`config.mk`:
```
export PLATFORM = sky130hd
export DESIGN_NAME = cardclk_ctrl
export DESIGN_NICKNAME = d
export VERILOG_FILES = /design/src/rtl/cbclk_pkg.sv /design/src/rtl/cbclk_power.sv /design/src/rtl/cbclk_idle.sv /design/src/rtl/cbclk_divider.sv /design/src/rtl/cardclk_ctrl.sv
export SDC_FILE = /design/constraint.sdc
export NUM_CORES = 1
export LEC_CHECK = 0
export BUFFER_PORTS_ARGS = -buffer_cell sky130_fd_sc_hd__buf_2
export CORE_MARGIN = 3
export CORE_UTILIZATION = 53
export DETAILED_ROUTE_END_ITERATION = 10
export HOLD_SLACK_MARGIN = 0.15
export PLACE_DENSITY = 0.79
export SLEW_MARGIN = 20
export SYNTH_ARGS = -nofsm -noshare
export SYNTH_HDL_FRONTEND = slang
export SYNTH_SLANG_ARGS = --single-unit
```
`constraint.sdc`:
```
create_clock -name clk -period 2.7 [get_ports clk]
set_clock_uncertainty 0.15 [all_clocks]
set_input_delay 0.405 -clock clk [delete_from_list [all_inputs] [get_ports clk]]
set_output_delay 0.405 -clock clk [all_outputs]
set_load 0.02 [all_outputs]
```
`src/rtl/cbclk_pkg.sv`:
```
package cbclk_pkg;

    typedef enum logic [1:0] {
        PH_OFF  = 2'b00,
        PH_RSVD = 2'b01,
        PH_UP   = 2'b10,
        PH_ON   = 2'b11
    } phase_e;

    typedef struct packed {
        logic cmd;
        logic d0;
        logic d123;
    } dir_t;

    localparam dir_t DIR_ALL_IN = '{cmd: 1'b0, d0: 1'b0, d123: 1'b0};

    // Reserved code folds onto the off phase.
    function automatic phase_e decode_phase(input logic [1:0] code);
        phase_e ph;
        case (code)
            2'b11:   ph = PH_ON;
            2'b10:   ph = PH_UP;
            default: ph = PH_OFF;
        endcase
        return ph;
    endfunction

    function automatic logic phase_is_on(input phase_e ph);
        return ph == PH_ON;
    endfunction

endpackage

```
`src/rtl/cbclk_power.sv`:
```
module cbclk_power
    import cbclk_pkg::*;
(
    input  logic       clk,
    input  logic       rst,
    input  logic [1:0] pwr_mode,
    input  logic       cmd_idle,
    input  logic       dat_idle,
    output logic       phase_on,
    output logic       bus_oe,
    output dir_t       dirs
);
    phase_e phase;
    dir_t   dirs_d;

    assign phase    = decode_phase(pwr_mode);
    assign phase_on = phase_is_on(phase);

    always_comb begin
        dirs_d = DIR_ALL_IN;
        if (phase_on) begin
            dirs_d.cmd  = ~cmd_idle;
            dirs_d.d0   = ~dat_idle;
            dirs_d.d123 = ~dat_idle;
        end
    end

    always_ff @(posedge clk) begin
        if (rst) begin
            bus_oe <= 1'b0;
            dirs   <= DIR_ALL_IN;
        end else begin
            bus_oe <= phase_on;
            dirs   <= dirs_d;
        end
    end
endmodule

```
`src/rtl/cbclk_idle.sv`:
```
module cbclk_idle #(
    parameter int IDLE_CYCLES = 8
) (
    input  logic clk,
    input  logic rst,
    input  logic cmd_idle,
    input  logic dat_idle,
    output logic expired
);
    localparam int CW = $clog2(IDLE_CYCLES + 1);
    localparam logic [CW-1:0] LIMIT = CW'(IDLE_CYCLES);

    logic [CW-1:0] cnt_q;
    logic          both_idle;

    assign both_idle = cmd_idle & dat_idle;
    assign expired   = (cnt_q == LIMIT);

    always_ff @(posedge clk) begin
        if (rst || !both_idle) begin
            cnt_q <= '0;
        end else if (!expired) begin
            cnt_q <= cnt_q + 1'b1;
        end
    end
endmodule

```
`src/rtl/cbclk_divider.sv`:
```
module cbclk_divider #(
    parameter int DIV_W = 8
) (
    input  logic             clk,
    input  logic             rst,
    input  logic             phase_on,
    input  logic [DIV_W-1:0] div_val,
    input  logic             run,
    output logic             card_clk,
    output logic             gate_n,
    output logic             div_q
);
    logic [DIV_W-1:0] cnt_q;
    logic             bypass;
    logic             terminal;

    assign bypass   = (div_val == '0);
    assign terminal = (cnt_q >= div_val - 1'b1);

    // Divided path: a rise is only allowed when running, a fall always completes.
    always_ff @(posedge clk) begin
        if (rst || !phase_on || bypass) begin
            cnt_q <= '0;
            div_q <= 1'b0;
        end else if (terminal) begin
            cnt_q <= '0;
            if (div_q)
                div_q <= 1'b0;
            else if (run)
                div_q <= 1'b1;
        end else begin
            cnt_q <= cnt_q + 1'b1;
        end
    end

    // Pass-through gate changes only while the kernel clock is low.
    always_ff @(negedge clk) begin
        if (rst)
            gate_n <= 1'b0;
        else
            gate_n <= run & bypass & phase_on;
    end

    assign card_clk = bypass ? (clk & gate_n) : div_q;
endmodule

```
`src/rtl/cardclk_ctrl.sv`:
```
module cardclk_ctrl
    import cbclk_pkg::*;
#(
    parameter int DIV_W       = 8,
    parameter int IDLE_CYCLES = 8
) (
    input  logic             clk,
    input  logic             rst,
    input  logic [1:0]       pwr_mode,
    input  logic [DIV_W-1:0] div_val,
    input  logic             clk_en,
    input  logic             psave_en,
    input  logic             flow_stop,
    input  logic             cmd_idle,
    input  logic             dat_idle,
    output logic             card_clk,
    output logic             bus_oe,
    output logic             cmd_dir,
    output logic             d0_dir,
    output logic             d123_dir
);
    logic phase_on;
    logic expired;
    logic run_q;
    logic gate_n;
    logic div_q;
    dir_t dirs;

    cbclk_power u_power (
        .clk      (clk),
        .rst      (rst),
        .pwr_mode (pwr_mode),
        .cmd_idle (cmd_idle),
        .dat_idle (dat_idle),
        .phase_on (phase_on),
        .bus_oe   (bus_oe),
        .dirs     (dirs)
    );

    cbclk_idle #(.IDLE_CYCLES(IDLE_CYCLES)) u_idle (
        .clk      (clk),
        .rst      (rst),
        .cmd_idle (cmd_idle),
        .dat_idle (dat_idle),
        .expired  (expired)
    );

    always_ff @(posedge clk) begin
        if (rst)
            run_q <= 1'b0;
        else
            run_q <= phase_on & clk_en & ~flow_stop & ~(psave_en & expired);
    end

    cbclk_divider #(.DIV_W(DIV_W)) u_div (
        .clk      (clk),
        .rst      (rst),
        .phase_on (phase_on),
        .div_val  (div_val),
        .run      (run_q),
        .card_clk (card_clk),
        .gate_n   (gate_n),
        .div_q    (div_q)
    );

    assign cmd_dir  = dirs.cmd;
    assign d0_dir   = dirs.d0;
    assign d123_dir = dirs.d123;
endmodule

```
==> metrics.cfg <==
[floorplanning]
dieWidth_um=50.7
die_h_um=50.7
die-area_um2=2570
core_um2=1800
io_pins=22
rows=15
start_util_pct=58.9

[sta]
finalSetupViolCount=2
hold_viol_final=0
fin_ws_ps=-277
relSlewSlack_pct=69.2
slew_violations=0
tightest_slew_ps=463
rsz0062_at_grt=true

[final_layout]
synthToLayoutAreaGrowth_pct=24.2
final_cells=175
n_antenna_cell=0
drive_above_1_share_pct=24.7
finalInstanceArea_um2=1320
finalNetCount=181

[drt]
drtPass1Iterations=4
wirelength_um=2200
drc=0
top_layer_used=met4
wl_met3_um=126
vias=906
wl_per_cell_um=12.6
ant_nets=0
dr_wl_met2_um=1120
vias_per_cell=5.18
drt-met1-wl_um=893
drtIter0Drc=18

[synth]
yosysTopAreaCell=dfxtp_1
synth_area_per_cell_um2=9.07
synthTopCellsByArea=dfxtp_1, ha_1, xnor2_1
yosysWarnings=0
synth_nets=147
yosysTopAreaCellShare_pct=34.0
synth_area_um2=1060
ys_ff_latch=18
syn-instance-count=117
synth_seq_area_share_pct=34.0
yosysUniqueCellTypes=23

[setup_path]
cp_data_required_time_ps=2140
arrival_ps=2420
ff2ff_path_depth=2
regToRegEndpoint=u_div.gate_n
cp-start-kind=flip-flop
r2r_setup_slack_ps=720
critPathLaunch=u_div.gate_n
rr_startpoint=run_q
worstSetupPathType=flip-flop to primary output
end_kind=primary output
cp_max_fo=1

[run_status]
violations=setup timing
status=finished with violations

[clock_tree]
cts_tree=built
clk_pin_slew_ps=110
clk_latency_ps=400

[power]
clkPwrFrac_pct=40.8
seq_power_share_pct=46.5
p_comb_share_pct=12.7
power.leakage_nw=0.551
p_int_uw=438
fin_total_pwr_uw=582
peakVddDrop_mv=0.315
power_density_nw_per_um2=442
switching_share_pct=24.8
p_switching_uw=144

[global_route]
grt_antenna_before_repair=0
grt_overflow_total=0
track_usage_pct=20.7
grt_pass1_vias=936
grt_pass1_wl_um=3890
grt_max_degree=11

[placed_design]
gp_congestion=0.773
post_dp_cell_area_um2=1200
place_inst=164
dp_hpwl_um=1630
io_buffers=21

[min_path]
hold_path_class=primary input to flip-flop
hold_depth=3
hold-path-endpoint=u_power.dirs[2]
min_from=rst

[job]
drv_cap=0

## worst max-delay path, stage by stage, from the launching register on
cell and delay [ps]:
dfxtp_2 320, nand2_2 50, o21ai_2 110, buf_6 130
## cell usage in the layout, fill, tap and decap left out, types with 9 or more instances in the layout
cell	count
nor3_1	12
xnor2_1	9
nand2_1	12
ha_1	13
nor2_1	12
buf_2	20
inv_1	10
dfxtp_1	17
## area by class of cell
| cell class | count | area, um2 |
|---|---|---|
| Multi-Input combinational cell | 88 | 662 |
| Fill cell | 139 | 484 |
| Sequential cell | 18 | 362 |
| Timing Repair Buffer | 26 | 155 |
| Clock buffer | 8 | 70.1 |
| Inverter | 9 | 33.8 |
| Tap cell | 25 | 31.3 |
| Clock inverter | 1 | 3.75 |
## state kept, by name (all words and copies together) (netlist names)
register        cells
run_q               1
u_power.dirs        2
u_div.cnt_q         8
u_power.bus_oe      1
u_div.div_q         1
u_idle.cnt_q        4
u_div.gate_n        1
## worst max-delay path by stage
stage | end | slack [ps]
5_1_grt | card_clk | -350
4_1_cts | card_clk | -310
2_1_floorplan | u_div.gate_n | 140
3_5_place_dp | u_div.gate_n | 30
6_report | card_clk | -280
3_3_place_gp | u_div.gate_n | 70
## power groups by stage
stage | clock (mW) | sequential [mW] | combinational, mW
floorplan | 0.00464 | 0.278 | 0.0403
global placement | 0.00464 | 0.277 | 0.0652
detailed placement | 0.00464 | 0.277 | 0.0688
CTS | 0.239 | 0.271 | 0.0733
global route | 0.260 | 0.271 | 0.0822
finish | 0.238 | 0.271 | 0.0737
## cell usage after synthesis
master,instances
nand2_1,13
buf_4,1
o31ai_4,1
mux2i_1,2
nor2_1,12
dfxtp_1,18
nand3b_1,1
nor4_4,1
nand3_1,6
or2_1,1
nor3_1,12
ha_1,13
inv_1,10
nand2b_4,1
a21oi_1,2
nor4b_1,1
nand4_1,2
o21a_1,2
a2111oi_0,1
xor2_1,6
xnor2_1,9
a2111oi_4,1
o21ai_0,1
## layer usage
metal	track usage, %	up-vias
li1	-	462
met1	21.4	411
met2	35.7	27
met3	7.42	6
met4	12.1	0
met5	0	-
## metrics by stage
| stage | setup TNS (ps) | setup WS (ps) | hold WS [ps] | utilization (%) |
|---|---|---|---|---|
| 2_1_floorplan | 0 | 137 | 310 | - |
| 3_3_place_gp | 0 | 68.5 | 323 | 66.9 |
| 3_5_place_dp | 0 | 29.5 | 330 | 66.9 |
| 4_1_cts | -308 | -308 | 163 | 72.5 |
| 5_1_grt | -350 | -350 | 225 | 73.1 |
| 6_report | -277 | -277 | 165 | 73.1 |
## logic make-up (layout without fill, tap and decap cells)
| logic type | after synthesis | count (layout) | share of synthesized area (%) |
|---|---|---|---|
| AO/OA/AOI/OAI | 8 | 8 | 8.25 |
| XOR/XNOR | 15 | 15 | 12.4 |
| adder cells (fa/ha/maj) | 13 | 13 | 15.3 |
| buffers and inverters | 11 | 44 | 4.25 |
| flip-flops | 18 | 18 | 34.0 |
| multiplexers | 2 | 2 | 1.89 |
| AND/OR/NAND/NOR | 50 | 50 | 23.9 |
## what timing repair did
item / in CTS / in global routing
endpoints found under the hold margin: 3 / 0
setup buffers: 0 / 0
gates resized for setup: 1 / 4
gates cloned: 0 / 0
endpoints found under the setup margin: 2 / 2
hold buffers: 4 / 0
(Power assumes the default switching activity.)
